$ cat config.mk
export PLATFORM = sky130hd
export DESIGN_NAME = pp_frame_tx
export DESIGN_NICKNAME = d
export VERILOG_FILES = /design/src/rtl/pp_tx_pkg.sv /design/src/rtl/pp_word_reg.sv /design/src/rtl/pp_tick_timer.sv /design/src/rtl/pp_tx_fsm.sv /design/src/rtl/pp_frame_tx.sv
export SDC_FILE = /design/constraint.sdc
export NUM_CORES = 1
export LEC_CHECK = 0
export BUFFER_PORTS_ARGS = -buffer_cell sky130_fd_sc_hd__buf_2
export CAP_MARGIN = 20
export CORE_MARGIN = 2
export CORE_UTILIZATION = 30
export DETAILED_ROUTE_END_ITERATION = 8
export GPL_ROUTABILITY_DRIVEN = 1
export PLACE_DENSITY = 0.53
export SETUP_SLACK_MARGIN = 0.2
export SLEW_MARGIN = 25
export SYNTH_ARGS = -nofsm -noshare
export SYNTH_HDL_FRONTEND = slang
export SYNTH_SLANG_ARGS = --single-unit
$ cat constraint.sdc
create_clock -name clk -period 2 [get_ports clk]
set_input_delay 0.2 -clock clk [delete_from_list [all_inputs] [get_ports clk]]
set_output_delay 0.2 -clock clk [all_outputs]
set_load 0.005 [all_outputs]
$ cat src/rtl/pp_tx_pkg.sv
package pp_tx_pkg;
  typedef enum logic [1:0] {
    ST_IDLE  = 2'd0,
    ST_PAUSE = 2'd1,
    ST_GAP   = 2'd2,
    ST_TAIL  = 2'd3
  } pp_state_t;

  function automatic int unsigned pp_max3(int unsigned a, int unsigned b, int unsigned c);
    int unsigned m;
    m = (a > b) ? a : b;
    return (m > c) ? m : c;
  endfunction
endpackage

$ cat src/rtl/pp_word_reg.sv
module pp_word_reg #(
  parameter int MAX_BITS = 32,
  parameter int LEN_W    = 6
) (
  input  logic                clk,
  input  logic                rst_n,
  input  logic                load,
  input  logic                shift,
  input  logic [MAX_BITS-1:0] data_i,
  input  logic [MAX_BITS-1:0] key_i,
  input  logic [LEN_W-1:0]    len_i,
  output logic                cur_bit,
  output logic                empty
);
  localparam logic [LEN_W-1:0] LEN_CAP = LEN_W'(MAX_BITS);

  logic [MAX_BITS-1:0] word_q;
  logic [LEN_W-1:0]    rem_q;
  logic [LEN_W-1:0]    len_eff;

  always_comb begin
    len_eff = (len_i > LEN_CAP) ? LEN_CAP : len_i;
  end

  always_ff @(posedge clk or negedge rst_n) begin
    if (!rst_n) begin
      word_q <= '0;
      rem_q  <= '0;
    end else if (load) begin
      word_q <= data_i ^ key_i;
      rem_q  <= len_eff;
    end else if (shift && (rem_q != '0)) begin
      word_q <= word_q >> 1;
      rem_q  <= rem_q - LEN_W'(1);
    end
  end

  assign cur_bit = word_q[0];
  assign empty   = (rem_q == '0);
endmodule

$ cat src/rtl/pp_tick_timer.sv
module pp_tick_timer #(
  parameter int CNT_W = 8
) (
  input  logic             clk,
  input  logic             rst_n,
  input  logic             run,
  input  logic             tick,
  input  logic [CNT_W-1:0] limit,
  output logic             hit
);
  logic [CNT_W-1:0] cnt_q;

  assign hit = run && tick && (cnt_q == (limit - CNT_W'(1)));

  always_ff @(posedge clk or negedge rst_n) begin
    if (!rst_n) begin
      cnt_q <= '0;
    end else if (!run || hit) begin
      cnt_q <= '0;
    end else if (tick) begin
      cnt_q <= cnt_q + CNT_W'(1);
    end
  end
endmodule

$ cat src/rtl/pp_tx_fsm.sv
module pp_tx_fsm
  import pp_tx_pkg::*;
(
  input  logic clk,
  input  logic rst_n,
  input  logic tick,
  input  logic accept,
  input  logic hit,
  input  logic empty,
  output logic load,
  output logic shift,
  output logic run,
  output logic in_pause,
  output logic busy,
  output logic done,
  output logic coil
);
  pp_state_t state_q, state_d;
  logic      done_q;

  always_comb begin
    state_d = state_q;
    load    = 1'b0;
    shift   = 1'b0;
    unique case (state_q)
      ST_IDLE: begin
        if (accept) begin
          load    = 1'b1;
          state_d = ST_PAUSE;
        end
      end
      ST_PAUSE: begin
        if (hit) state_d = empty ? ST_TAIL : ST_GAP;
      end
      ST_GAP: begin
        if (hit) begin
          shift   = 1'b1;
          state_d = ST_PAUSE;
        end
      end
      ST_TAIL: begin
        if (tick) state_d = ST_IDLE;
      end
      default: state_d = ST_IDLE;
    endcase
  end

  always_ff @(posedge clk or negedge rst_n) begin
    if (!rst_n) begin
      state_q <= ST_IDLE;
      done_q  <= 1'b0;
    end else begin
      state_q <= state_d;
      done_q  <= (state_q == ST_TAIL) && tick;
    end
  end

  assign run      = (state_q == ST_PAUSE) || (state_q == ST_GAP);
  assign in_pause = (state_q == ST_PAUSE);
  assign busy     = (state_q != ST_IDLE);
  assign coil     = (state_q != ST_PAUSE);
  assign done     = done_q;
endmodule

$ cat src/rtl/pp_frame_tx.sv
module pp_frame_tx
  import pp_tx_pkg::*;
#(
  parameter int MAX_BITS = 32,
  parameter int PAUSE_T  = 30,
  parameter int ONE_T    = 120,
  parameter int ZERO_T   = 60,
  parameter int LEN_W    = $clog2(MAX_BITS + 1)
) (
  input  logic                clk,
  input  logic                rst_n,
  input  logic                tick_en,
  input  logic                in_valid,
  output logic                in_ready,
  input  logic [MAX_BITS-1:0] in_data,
  input  logic [MAX_BITS-1:0] in_key,
  input  logic [LEN_W-1:0]    in_len,
  output logic                busy,
  output logic                done,
  output logic                coil
);
  localparam int CNT_W = $clog2(pp_max3(PAUSE_T, ONE_T, ZERO_T) + 1);
  localparam logic [CNT_W-1:0] LIM_PAUSE = CNT_W'(PAUSE_T);
  localparam logic [CNT_W-1:0] LIM_ONE   = CNT_W'(ONE_T);
  localparam logic [CNT_W-1:0] LIM_ZERO  = CNT_W'(ZERO_T);

  logic             accept;
  logic             load;
  logic             shift;
  logic             run;
  logic             in_pause;
  logic             hit;
  logic             cur_bit;
  logic             empty;
  logic             busy_w;
  logic [CNT_W-1:0] limit;

  assign in_ready = !busy_w;
  assign accept   = in_valid && !busy_w;
  assign busy     = busy_w;

  always_comb begin
    if (in_pause)     limit = LIM_PAUSE;
    else if (cur_bit) limit = LIM_ONE;
    else              limit = LIM_ZERO;
  end

  pp_word_reg #(
    .MAX_BITS (MAX_BITS),
    .LEN_W    (LEN_W)
  ) u_word (
    .clk     (clk),
    .rst_n   (rst_n),
    .load    (load),
    .shift   (shift),
    .data_i  (in_data),
    .key_i   (in_key),
    .len_i   (in_len),
    .cur_bit (cur_bit),
    .empty   (empty)
  );

  pp_tick_timer #(
    .CNT_W (CNT_W)
  ) u_timer (
    .clk   (clk),
    .rst_n (rst_n),
    .run   (run),
    .tick  (tick_en),
    .limit (limit),
    .hit   (hit)
  );

  pp_tx_fsm u_fsm (
    .clk      (clk),
    .rst_n    (rst_n),
    .tick     (tick_en),
    .accept   (accept),
    .hit      (hit),
    .empty    (empty),
    .load     (load),
    .shift    (shift),
    .run      (run),
    .in_pause (in_pause),
    .busy     (busy_w),
    .done     (done),
    .coil     (coil)
  );
endmodule

==> load_flow_metrics.sql, run 1 <==
INSERT INTO impl_metrics (metric_group, metric, value, unit) VALUES
('power_and_ir_drop', 'leakage_power', '1.65', 'nW'),
('cts', 'ctsRootBufferMaster', 'sky130_fd_sc_hd__clkbuf_8', ''),
('status', 'run_status', 'finished, final reports clean', ''),
('timing', 'finalSetupViolCount', '0', ''),
('route', 'viasPerCell', '4.66', ''),
('setup_path', 'crit_path_start_kind', 'register', ''),
('min_path', 'hold_end', 'u_word.rem_q[5]$_DFFE_PN0P_', ''),
('power_and_ir_drop', 'power.ir.vdd_worst', '0.000353', 'V'),
('yosys', 'netlist_area', '0.00270', 'sq mm'),
('cts', 'cts_htree_levels', '2', ''),
('timing', 'min_period', '1.94', 'ns'),
('timing', 'final_max_slew_viol_count', '0', ''),
('placement', 'placement.io_buffers', '77', ''),
('placement', 'placed_cells', '469', ''),
('final_layout', 'layout.cells.most_common_list', 'sky130_fd_sc_hd__buf_2, sky130_fd_sc_hd__nand2_1, sky130_fd_sc_hd__dfrtp_1', ''),
('setup_path', 'path_cells', 'buf_6 -> ha_4 -> xnor2_2 -> nor2_2 -> buf_4 -> o2111ai_4 -> or4_1 -> a31oi_1', ''),
('yosys', 'synth_ff_type', 'sky130_fd_sc_hd__dfrtp_1', ''),
('timing', 'unrepaired_setup_endpoints_after_global_routing', 'true', ''),
('setup_path', 'max_stage_delay', '0.43', 'ns'),
('timing', 'achievable-frequency', '516', 'MHz'),
('setup_path', 'rr_endpoint', 'u_word.rem_q[3]$_DFFE_PN0P_', ''),
('yosys', 'synth-edff-count', '0', ''),
('cts', 'clk_path_buf_depth', '2', ''),
('job', 'maxCapViolations', '0', ''),
('min_path', 'hold_sp', 'in_len[5]', ''),
('global_routing', 'pin_count_of_the_biggest_net_entering_global_routing', '32', ''),
('route', 'detailroute.via_count', '2269', ''),
('timing', 'worst_clock_skew', '0.00988', 'ns'),
('floorplan', 'initial_core_util', '30.9', '%'),
('yosys', 'netlist-cell-type-count', '40', ''),
('final_layout', 'finalNonFillerCells', '487', ''),
('route', 'wire_per_inst', '12.7', 'um'),
('min_path', 'worst_hold_path.num_cells', '2', ''),
('yosys', 'postSynthRegisterBits', '48', ''),
('route', 'drtPass1Iterations', '4', ''),
('yosys', 'synth.avg_cell_area', '9.37', 'sq um'),
('setup_path', 'crit_arrival', '2.16', 'ns'),
('cts', 'clock-sinks', '48', ''),
('global_routing', 'grt-ovfl-total', '0', ''),
('global_routing', 'wire_length_of_the_first_global_routing_pass', '10.5', 'mm'),
('final_layout', 'final_common_cell', 'sky130_fd_sc_hd__buf_2', ''),
('timing', 'setup-tns-final', '0', 'ns'),
('timing', 'worst_slew_pin_slew', '0.695', 'ns'),
('floorplan', 'die_area', '0.00977', 'sq mm'),
('timing', 'share_of_the_cycle_needed_by_the_critical_path_after_routing', '97.0', '%'),
('final_layout', 'nFillCells', '866', ''),
('final_layout', 'area.growth.synth_to_final', '32.5', '%'),
('placement', 'place_congestion', '0.816', ''),
('yosys', 'synth-async-reset-ratio', '100', '%'),
('placement', 'dp_hpwl', '4.53', 'mm'),
('final_layout', 'antenna_fix_cells', '0', ''),
('yosys', 'synth_sequential_area_ratio', '44.5', '%'),
('cts', 'cts_tree', 'yes', ''),
('yosys', 'synthesis.instances', '288', ''),
('timing', 'hold_viol', '0', ''),
('yosys', 'postSynthNetCount', '369', ''),
('floorplan', 'core_area', '0.00872', 'sq mm'),
('min_path', 'timing.hold.worst.class', 'primary input to register', ''),
('cts', 'cts_buffers', '5', ''),
('power_and_ir_drop', 'power_per_cell_area', '1060', 'mW/mm^2'),
('floorplan', 'die_width', '98.8', 'um'),
('setup_path', 'critPathRequiredTime', '2.22', 'ns'),
('final_layout', 'final_net_count', '459', ''),
('setup_path', 'reg2reg_slack', '0.06', 'ns'),
('final_layout', 'final_layout_size_suffix_gt1_share', '34.8', '%'),
('route', 'postRouteAntennaNets', '0', ''),
('cts', 'worstSkewPairLatency', '0.30', 'ns'),
('cts', 'clkTransAtPathRegs', '0.10', 'ns'),
('timing', 'slew-limit-headroom', '53.6', '%'),
('setup_path', 'timing.rr.start', 'u_fsm.state_q[0]$_DFFE_PN0P_', ''),
('route', 'routed_wirelength', '6.18', 'mm');
==> cell type report <==
| cell class | count | area [sq um] | share of cell area (%) |
|---|---|---|---|
| clock inverter | 3 | 42.5 | 1.19 |
| tap | 108 | 135 | 3.78 |
| timing repair buffer | 100 | 622 | 17.4 |
| inverter | 10 | 40.0 | 1.12 |
| multi-input combinational | 213 | 1460 | 40.9 |
| clock buffer | 5 | 68.8 | 1.92 |
| sequential | 48 | 1200 | 33.7 |
==> what timing repair did <==
| action | 4_1_cts | 5_1_grt |
|---|---|---|
| setup buffers | 3 | 5 |
| endpoints found under the setup margin | 39 | 46 |
| hold endpoints to repair | 29 | 0 |
| cloned | 0 | 1 |
| resized for setup | 4 | 21 |
| hold buffers | 1 | 0 |
| pin swaps | 3 | 5 |
==> power by group <==
group	leakage (nW)	internal (mW)	switching (mW)	total, mW
clock network	0.0541	0.370	0.327	0.697
logic	1.04	0.729	0.708	1.44
registers	0.556	1.37	0.284	1.66
total	1.65	2.47	1.32	3.79
==> cell usage after synthesis (2+ instances only) <==
cell,count,area (sq um)
sky130_fd_sc_hd__dfrtp_1,48,1200
sky130_fd_sc_hd__nand2_1,47,176
sky130_fd_sc_hd__a21oi_1,27,135
sky130_fd_sc_hd__xnor2_1,27,236
sky130_fd_sc_hd__a22oi_1,22,165
sky130_fd_sc_hd__nor2_1,21,78.8
sky130_fd_sc_hd__a31oi_1,13,81.3
sky130_fd_sc_hd__xor2_1,13,114
sky130_fd_sc_hd__inv_1,9,33.8
sky130_fd_sc_hd__clkbuf_1,8,30.0
sky130_fd_sc_hd__ha_1,7,87.6
sky130_fd_sc_hd__o21ai_0,5,25.0
sky130_fd_sc_hd__nand3_1,4,20.0
sky130_fd_sc_hd__and2_1,3,18.8
sky130_fd_sc_hd__buf_2,3,15.0
sky130_fd_sc_hd__buf_4,3,22.5
sky130_fd_sc_hd__buf_6,3,33.8
sky130_fd_sc_hd__mux2i_1,2,20.0
sky130_fd_sc_hd__nand4_1,2,12.5
==> metrics by stage <==
| step | cell area [sq um] | power, mW | setup slack, ns | hold slack (ns) |
|---|---|---|---|---|
| 6_report | 3580 | 3.79 | 0.0608 | 0.149 |
| 5_1_grt | 3580 | 4.12 | -0.0413 | 0.118 |
| 4_1_cts | 3420 | 3.69 | 0.0920 | 0.132 |
| 3_5_place_dp | 3260 | 2.93 | -0.0488 | 0.298 |
| 3_3_place_gp | 3260 | 2.89 | 0.0290 | 0.293 |
| 2_1_floorplan | 2710 | 2.51 | 0.201 | -0.0956 |
==> flip-flops by register name (all words and copies together) (netlist names) <==
name / count
u_word.word_q: 32
u_timer.cnt_q: 7
u_word.rem_q: 6
u_fsm.state_q: 2
u_fsm.done: 1
==> worst max path at each step <==
stage	endpoint	depth (start not counted)	start	slack [ns]
after floorplan	u_word.rem_q[2]$_DFFE_PN0P_	8	u_fsm.state_q[0]$_DFFE_PN0P_	0.20
after global placement	u_word.rem_q[4]$_DFFE_PN0P_	8	u_fsm.state_q[0]$_DFFE_PN0P_	0.03
after detailed placement	u_word.word_q[9]$_DFFE_PN0P_	8	u_fsm.state_q[0]$_DFFE_PN0P_	-0.05
after CTS	u_word.rem_q[1]$_DFFE_PN0P_	8	u_fsm.state_q[0]$_DFFE_PN0P_	0.09
after global routing	u_word.rem_q[3]$_DFFE_PN0P_	8	u_fsm.state_q[1]$_DFFE_PN0P_	-0.04
final	u_word.rem_q[3]$_DFFE_PN0P_	8	u_fsm.state_q[0]$_DFFE_PN0P_	0.06
==> logic make-up (layout without fill, tap and decap cells) <==
kind of cell | Yosys count | in the layout | synth area share [%]
simple gates | 87 | 87 | 14.7
compound gates | 76 | 76 | 18.3
fa+ha+maj | 7 | 7 | 3.25
flops | 48 | 48 | 44.5
mux | 3 | 3 | 1.16
buf+inv | 27 | 118 | 5.15
xor+xnor | 40 | 40 | 13.0
==> worst max-delay path: cells and delay by family (launching register included) <==
family / cells / cell delay (ns)
fa+ha+maj: 1 / 0.18
simple gates: 2 / 0.57
buf+inv: 2 / 0.25
xor+xnor: 1 / 0.15
compound gates: 2 / 0.32
flops: 1 / 0.40
==> per-layer routing <==
metal	vias to the layer above	wire, um	global-route usage, %
met4	0	42	2.53
met1	1033	3010	18.7
met5	-	0	0
met3	4	272	2.77
li1	1178	-	-
met2	54	2850	20.3
(Power assumes the default switching activity.)
==> inputs of run 2 (changes only) <==
--- a/config.mk
+++ b/config.mk
@@ -7,10 +7,9 @@
 export LEC_CHECK = 0
 export BUFFER_PORTS_ARGS = -buffer_cell sky130_fd_sc_hd__buf_2
 export CAP_MARGIN = 20
-export CORE_MARGIN = 2
+export CORE_MARGIN = 8
 export CORE_UTILIZATION = 30
 export DETAILED_ROUTE_END_ITERATION = 8
-export GPL_ROUTABILITY_DRIVEN = 1
 export PLACE_DENSITY = 0.53
 export SETUP_SLACK_MARGIN = 0.2
 export SLEW_MARGIN = 25
==> load_flow_metrics.sql, run 2 (synthesis results as in run 1) <==
INSERT INTO impl_metrics (metric_group, metric, value, unit) VALUES
('status', 'run_status', 'finished, final reports clean', ''),
('cts', 'cts_buffers', '5', ''),
('floorplan', 'die_y', '111', 'um'),
('timing', 'achievable-frequency', '509', 'MHz'),
('setup_path', 'cp-end-kind', 'register', ''),
('power_and_ir_drop', 'power_per_cell_area', '1020', 'mW/mm^2'),
('timing', 'worst_slew_pin_slew', '0.761', 'ns'),
('setup_path', 'timing.rr.start', 'u_fsm.state_q[0]$_DFFE_PN0P_', ''),
('global_routing', 'wire_length_of_the_first_global_routing_pass', '11.7', 'mm'),
('global_routing', 'grt_pass1_vias', '2475', ''),
('setup_path', 'rr_endpoint', 'u_word.word_q[26]$_DFFE_PN0P_', ''),
('setup_path', 'critPathRequiredTime', '2.22', 'ns'),
('power_and_ir_drop', 'power.ir.vdd_worst', '0.000363', 'V'),
('cts', 'cts_tree', 'yes', ''),
('final_layout', 'final_net_count', '468', ''),
('setup_path', 'max_stage_delay', '0.42', 'ns'),
('setup_path', 'slowest_stage', 'sky130_fd_sc_hd__dfrtp_1', ''),
('final_layout', 'largest_register_ff_count', '32', ''),
('power_and_ir_drop', 'leakage_power', '1.71', 'nW'),
('setup_path', 'path_class', 'register to register', ''),
('cts', 'clk_path_buf_depth', '2', ''),
('timing', 'hold_viol', '0', ''),
('route', 'wire_per_inst', '14.2', 'um'),
('final_layout', 'layout.cells.most_common_list', 'sky130_fd_sc_hd__buf_2, sky130_fd_sc_hd__dfrtp_1, sky130_fd_sc_hd__nand2_1', ''),
('setup_path', 'dominant_cell_type_by_count_on_the_critical_path', 'sky130_fd_sc_hd__buf_6', ''),
('setup_path', 'cp_max_fo', '8', ''),
('global_routing', 'pin_count_of_the_biggest_net_entering_global_routing', '34', ''),
('setup_path', 'crit_arrival', '2.18', 'ns'),
('timing', 'slew-limit-headroom', '49.3', '%'),
('job', 'maxCapViolations', '0', ''),
('setup_path', 'reg2regPathDepth', '9', ''),
('final_layout', 'reg.largest.list', 'u_word.word_q x32, u_timer.cnt_q x7, u_word.rem_q x6', ''),
('final_layout', 'final_common_cell', 'sky130_fd_sc_hd__buf_2', ''),
('setup_path', 'path_cells', 'buf_6 -> ha_4 -> xnor2_2 -> nor2_2 -> o2111a_2 -> buf_6 -> buf_16 -> nand2_2 -> a31oi_2', ''),
('timing', 'finalSetupViolCount', '0', ''),
('route', 'postRouteAntennaNets', '0', ''),
('setup_path', 'crit_path_start_kind', 'register', ''),
('cts', 'cts_htree_levels', '2', ''),
('route', 'viasPerCell', '4.73', ''),
('cts', 'clock-sinks', '48', ''),
('min_path', 'timing.hold.worst.class', 'primary input to register', ''),
('placement', 'placed_cells', '469', ''),
('setup_path', 'reg2reg_slack', '0.04', 'ns'),
('final_layout', 'finalNonFillerCells', '496', ''),
('setup_path', 'critical_path.endpoint', 'u_word.word_q[26]$_DFFE_PN0P_', ''),
('final_layout', 'final_layout_size_suffix_gt1_share', '40.2', '%'),
('route', 'routed_wirelength', '7.03', 'mm'),
('timing', 'share_of_the_cycle_needed_by_the_critical_path_after_routing', '98.2', '%'),
('floorplan', 'die_width', '111', 'um'),
('floorplan', 'die_area', '0.0123', 'sq mm'),
('global_routing', 'grt_antenna_before_repair', '0', ''),
('timing', 'min_period', '1.96', 'ns'),
('floorplan', 'design.portCount', '78', ''),
('placement', 'place_congestion', '0.776', ''),
('floorplan', 'row_count', '34', ''),
('final_layout', 'area.growth.synth_to_final', '36.3', '%'),
('floorplan', 'core_area', '0.00872', 'sq mm'),
('final_layout', 'antenna_fix_cells', '0', ''),
('setup_path', 'critical_path_source', 'u_fsm.state_q[0]$_DFFE_PN0P_', ''),
('cts', 'ctsRootBufferMaster', 'sky130_fd_sc_hd__clkbuf_8', ''),
('global_routing', 'grt-ovfl-total', '0', ''),
('timing', 'setup-tns-final', '0', 'ns'),
('route', 'drtPass1Iterations', '4', ''),
('cts', 'worstSkewPairLatency', '0.30', 'ns'),
('timing', 'unrepaired_setup_endpoints_after_global_routing', 'true', ''),
('final_layout', 'largest_register', 'u_word.word_q', ''),
('timing', 'worst_clock_skew', '0.00631', 'ns'),
('final_layout', 'utilization', '42.2', '%'),
('global_routing', 'grt_util_all_layers', '11.2', '%'),
('route', 'post-route-drc-count', '0', ''),
('route', 'drtIter0Drc', '73', ''),
('final_layout', 'nFillCells', '876', ''),
('cts', 'clkTransAtPathRegs', '0.09', 'ns'),
('placement', 'dp_hpwl', '5.04', 'mm'),
('placement', 'placement.io_buffers', '77', ''),
('route', 'detailroute.via_count', '2344', ''),
('floorplan', 'initial_core_util', '30.9', '%'),
('timing', 'final_max_slew_viol_count', '0', ''),
('power_and_ir_drop', 'finalPower', '3.75', 'mW');
-- run 2: area by class of cell --
| cell class | count | area [sq um] | area share (%) |
|---|---|---|---|
| Multi-Input combinational cell | 213 | 1520 | 41.4 |
| Sequential cell | 48 | 1200 | 32.7 |
| Timing Repair Buffer | 109 | 691 | 18.8 |
| Inverter | 10 | 40.0 | 1.09 |
| Clock buffer | 5 | 68.8 | 1.87 |
| Tap cell | 108 | 135 | 3.67 |
| Clock inverter | 3 | 18.8 | 0.510 |
-- run 2: power by group --
part / leakage, nW / total (mW) / switching [mW] / internal [mW]
Combinational: 1.11 / 1.47 / 0.734 / 0.741
Clock: 0.0479 / 0.584 / 0.339 / 0.244
Sequential: 0.559 / 1.69 / 0.317 / 1.37
Total: 1.71 / 3.75 / 1.39 / 2.36
-- run 2: worst min path at each step --
stage | slack (ns) | cells after the start | end | startpoint
after floorplan | -0.1 | 0 | u_fsm.done$_DFF_PN0_ | rst_n
after global placement | 0.32 | 1 | u_word.word_q[26]$_DFFE_PN0P_ | rst_n
after detailed placement | 0.33 | 1 | u_word.word_q[26]$_DFFE_PN0P_ | rst_n
after CTS | 0.14 | 2 | u_word.rem_q[5]$_DFFE_PN0P_ | in_len[5]
after global routing | 0.14 | 2 | u_word.rem_q[5]$_DFFE_PN0P_ | in_len[5]
final | 0.15 | 3 | u_word.rem_q[0]$_DFFE_PN0P_ | in_len[0]
-- run 2: through the flow --
step | cell area [sq um] | hold slack, ns | setup slack (ns)
2_1_floorplan | 2710 | -0.0956 | 0.201
3_3_place_gp | 3230 | 0.325 | 0.0918
3_5_place_dp | 3230 | 0.328 | 0.0702
4_1_cts | 3560 | 0.136 | 0.0762
5_1_grt | 3680 | 0.140 | -0.0931
6_report | 3680 | 0.151 | 0.0369
-- run 2: routing by layer --
metal | track usage [%] | wire (um) | vias to the layer above | part of all wire, %
met2 | 17.6 | 3300 | 51 | 47
li1 | - | - | 1199 | -
met1 | 14.8 | 3460 | 1090 | 49
met5 | 0 | 0 | - | 0
met3 | 2.60 | 223 | 4 | 3.2
met4 | 2.88 | 47 | 0 | 0.67
-- run 2: repair_timing --
| action | CTS | global route |
|---|---|---|
| cloned | 2 | 0 |
| resized for setup | 24 | 26 |
| setup endpoints to repair | 39 | 41 |
| pin swaps | 7 | 36 |
| hold endpoints to repair | 15 | 0 |
| buffers inserted | 13 | 3 |
| hold buffers | 1 | 0 |
-- run 2: worst max-delay path, delay by kind of cell, from the launching register on --
kind	cells	cell delay, ns
compound gates	2	0.53
buf+inv	3	0.42
flops	1	0.42
simple gates	2	0.21
fa+ha+maj	1	0.17
xor+xnor	1	0.14
==> inputs of run 3 (changes only) <==
--- a/config.mk
+++ b/config.mk
@@ -5,12 +5,14 @@
 export SDC_FILE = /design/constraint.sdc
 export NUM_CORES = 1
 export LEC_CHECK = 0
+export ABC_AREA = 1
 export BUFFER_PORTS_ARGS = -buffer_cell sky130_fd_sc_hd__buf_2
 export CAP_MARGIN = 20
 export CORE_MARGIN = 8
-export CORE_UTILIZATION = 30
+export CORE_UTILIZATION = 48
 export DETAILED_ROUTE_END_ITERATION = 8
-export PLACE_DENSITY = 0.53
+export MAX_ROUTING_LAYER = met4
+export PLACE_DENSITY = 0.76
 export SETUP_SLACK_MARGIN = 0.2
 export SLEW_MARGIN = 25
 export SYNTH_ARGS = -nofsm -noshare
==> load_flow_metrics.sql, run 3 <==
INSERT INTO impl_metrics (metric_group, metric, value, unit) VALUES
('yosys', 'netlist-cell-type-count', '29', ''),
('route', 'drtIter0Drc', '212', ''),
('placement', 'place_congestion', '0.950', ''),
('yosys', 'synth_sequential_area_ratio', '39.2', '%'),
('timing', 'finalSetupViolCount', '0', ''),
('power_and_ir_drop', 'power_per_cell_area', '1200', 'mW/mm^2'),
('yosys', 'postSynthRegisterBits', '48', ''),
('final_layout', 'finalNonFillerCells', '615', ''),
('floorplan', 'die_area', '0.00919', 'sq mm'),
('yosys', 'leading_post_synthesis_cells_by_cell_area', 'sky130_fd_sc_hd__dfrtp_1, sky130_fd_sc_hd__nand2_1, sky130_fd_sc_hd__o21ai_0', ''),
('timing', 'slew-limit-headroom', '60.4', '%'),
('setup_path', 'critPathRequiredTime', '2.25', 'ns'),
('min_path', 'worst_hold_path.num_cells', '3', ''),
('final_layout', 'largest_register_ff_count', '32', ''),
('yosys', 'synth-async-reset-ratio', '100', '%'),
('cts', 'clock-sinks', '48', ''),
('route', 'wire_per_inst', '13.1', 'um'),
('power_and_ir_drop', 'finalPower', '4.67', 'mW'),
('final_layout', 'layout.cells.most_common_list', 'sky130_fd_sc_hd__nand2_1, sky130_fd_sc_hd__buf_2, sky130_fd_sc_hd__inv_1', ''),
('floorplan', 'core_area', '0.00628', 'sq mm'),
('global_routing', 'grt_antenna_before_repair', '0', ''),
('cts', 'ctsRootBufferMaster', 'sky130_fd_sc_hd__clkbuf_8', ''),
('route', 'drtPass1Iterations', '5', ''),
('cts', 'clkTransAtPathRegs', '0.10', 'ns'),
('timing', 'hold_viol', '0', ''),
('floorplan', 'row_count', '29', ''),
('cts', 'cts_buffers', '5', ''),
('final_layout', 'antenna_fix_cells', '0', ''),
('setup_path', 'crit_arrival', '2.07', 'ns'),
('floorplan', 'design.portCount', '78', ''),
('final_layout', 'reg.largest.list', 'u_word.word_q x32, u_timer.cnt_q x7, u_word.rem_q x6', ''),
('yosys', 'synthesis.instances', '451', ''),
('route', 'post-route-drc-count', '0', ''),
('yosys', 'synth_ff_type', 'sky130_fd_sc_hd__dfrtp_1', ''),
('setup_path', 'reg2regPathDepth', '11', ''),
('yosys', 'synth.top_cells.by_count', 'sky130_fd_sc_hd__nand2_1, sky130_fd_sc_hd__inv_1, sky130_fd_sc_hd__dfrtp_1', ''),
('timing', 'unrepaired_setup_endpoints_after_global_routing', 'true', ''),
('yosys', 'synthesis.yosys.warnings', '0', ''),
('route', 'detailroute.via_count', '3115', ''),
('global_routing', 'pin_count_of_the_biggest_net_entering_global_routing', '64', ''),
('final_layout', 'utilization', '62.2', '%'),
('timing', 'achievable-frequency', '551', 'MHz'),
('power_and_ir_drop', 'power.ir.vdd_worst', '0.000723', 'V'),
('yosys', 'netlist_area', '0.00306', 'sq mm'),
('global_routing', 'grt_pass1_vias', '2943', ''),
('setup_path', 'cp-end-kind', 'register', ''),
('placement', 'placed_cells', '597', ''),
('yosys', 'synthDominantCellAreaShare', '39.2', '%'),
('power_and_ir_drop', 'leakage_power', '2.16', 'nW'),
('placement', 'placement.io_buffers', '77', ''),
('job', 'maxCapViolations', '0', ''),
('final_layout', 'final_layout_size_suffix_gt1_share', '25.8', '%'),
('setup_path', 'path_class', 'register to register', ''),
('floorplan', 'die_width', '95.9', 'um'),
('yosys', 'postSynthNetCount', '532', ''),
('cts', 'worstSkewPairLatency', '0.31', 'ns'),
('final_layout', 'final_net_count', '618', ''),
('cts', 'cts_htree_levels', '2', ''),
('floorplan', 'die_y', '95.9', 'um'),
('placement', 'dp_hpwl', '5.46', 'mm'),
('yosys', 'synth-edff-count', '0', ''),
('timing', 'share_of_the_cycle_needed_by_the_critical_path_after_routing', '90.7', '%'),
('cts', 'cts_tree', 'yes', ''),
('final_layout', 'largest_register', 'u_word.word_q', ''),
('setup_path', 'cp_max_fo', '7', ''),
('timing', 'setup-tns-final', '0', 'ns'),
('status', 'run_status', 'finished, final reports clean', ''),
('route', 'routed_wirelength', '8.07', 'mm'),
('global_routing', 'grt-ovfl-total', '0', ''),
('floorplan', 'initial_core_util', '48.8', '%'),
('setup_path', 'crit_path_start_kind', 'register', ''),
('route', 'viasPerCell', '5.07', ''),
('timing', 'min_period', '1.81', 'ns'),
('timing', 'worst_slew_pin_slew', '0.594', 'ns'),
('global_routing', 'grt_util_all_layers', '17.7', '%'),
('global_routing', 'wire_length_of_the_first_global_routing_pass', '12.8', 'mm'),
('final_layout', 'area.growth.synth_to_final', '27.5', '%'),
('yosys', 'netlist.top_cell.by_area', 'sky130_fd_sc_hd__dfrtp_1', ''),
('min_path', 'timing.hold.worst.class', 'primary input to register', ''),
('timing', 'final_max_slew_viol_count', '0', ''),
('yosys', 'yosysMostFrequentCell', 'sky130_fd_sc_hd__nand2_1', ''),
('timing', 'worst_clock_skew', '0.00817', 'ns'),
('final_layout', 'final_common_cell', 'sky130_fd_sc_hd__nand2_1', ''),
('route', 'postRouteAntennaNets', '0', ''),
('yosys', 'synth.avg_cell_area', '6.79', 'sq um'),
('cts', 'clk_path_buf_depth', '2', '');
==> run 3: cell count changes in the layout (fill, tap and decap cells not counted), moves of 17 or more <==
cell and delta:
sky130_fd_sc_hd__nand2_1 +86, sky130_fd_sc_hd__xnor2_1 -24, sky130_fd_sc_hd__a21oi_1 +17, sky130_fd_sc_hd__inv_1 +43, sky130_fd_sc_hd__nand3_1 +34, sky130_fd_sc_hd__a22oi_1 -21
sky130_fd_sc_hd__o21ai_0 +36
==> run 3: stage by stage <==
step	cell area, sq um	hold WS [ns]	setup slack [ns]
floorplan	3060	-0.0956	0.228
global placement	3530	0.251	0.159
detailed placement	3530	0.251	0.0905
CTS	3690	0.129	0.216
global route	3910	0.148	0.122
finish	3910	0.125	0.186
==> run 3: area by class of cell <==
| cell class | instances | area [sq um] |
|---|---|---|
| Tap cell | 77 | 96.3 |
| Sequential cell | 48 | 1200 |
| Clock inverter | 2 | 13.8 |
| Inverter | 54 | 211 |
| Clock buffer | 6 | 82.6 |
| Timing Repair Buffer | 96 | 606 |
| Timing Repair inverter | 1 | 7.51 |
| Fill cell | 552 | 2370 |
| Multi-Input combinational cell | 331 | 1690 |
==> run 3: worst max-delay path, cell delays in order, from the launching register on <==
cell and delay (ns):
sky130_fd_sc_hd__dfrtp_1 0.40, sky130_fd_sc_hd__inv_2 0.12, sky130_fd_sc_hd__ha_4 0.23, sky130_fd_sc_hd__inv_6 0.06
sky130_fd_sc_hd__nand2_1 0.10, sky130_fd_sc_hd__nand2_2 0.09, sky130_fd_sc_hd__a21oi_4 0.18, sky130_fd_sc_hd__nand3_4 0.17
sky130_fd_sc_hd__nand2_4 0.15, sky130_fd_sc_hd__buf_6 0.15, sky130_fd_sc_hd__nand2_1 0.06, sky130_fd_sc_hd__nand2_1 0.05
==> run 3: logic make-up (layout without fill, tap and decap cells) <==
kind of cell	Yosys count	after routing	share of synthesized area [%]
compound gates	77	77	13.2
xor+xnor	5	5	1.43
fa+ha+maj	7	7	2.86
flops	48	48	39.2
simple gates	242	242	33.4
buf+inv	72	159	9.97
==> run 3: metal layers <==
layer  track usage [%]  part of all wire [%]
met5                 -                     0
met4              5.12                   1.4
met3              2.50                   5.4
met2              29.0                    49
met1              22.4                    44
==> run 3: repair_timing <==
action / in CTS / in global routing
endpoints found under the setup margin: 39 / 40
buffers inserted: 3 / 2
pin swaps: 0 / 17
cloned: 1 / 3
hold endpoints to repair: 25 / 0
resized for setup: 7 / 42
hold buffers: 1 / 0
==> run 3: path summary, 6_finish.rpt <==
kind,from,end,slack (ns)
hold / removal,in_data[31],u_word.word_q[31]$_DFFE_PN0P_,0.12
min in group asynchronous,rst_n,u_fsm.state_q[0]$_DFFE_PN0P_,0.41
setup reg to reg,u_fsm.state_q[1]$_DFFE_PN0P_,u_word.word_q[26]$_DFFE_PN0P_,0.19
max in group asynchronous,rst_n,u_word.rem_q[4]$_DFFE_PN0P_,0.97
hold reg to reg,u_word.word_q[31]$_DFFE_PN0P_,u_word.word_q[31]$_DFFE_PN0P_,0.52
setup / recovery,u_fsm.state_q[1]$_DFFE_PN0P_,u_word.word_q[26]$_DFFE_PN0P_,0.19
==> run 3: power breakdown <==
group	internal, mW	switching (mW)
logic	0.993	1.49
registers	1.37	0.184
clock network	0.283	0.353
total	2.64	2.03
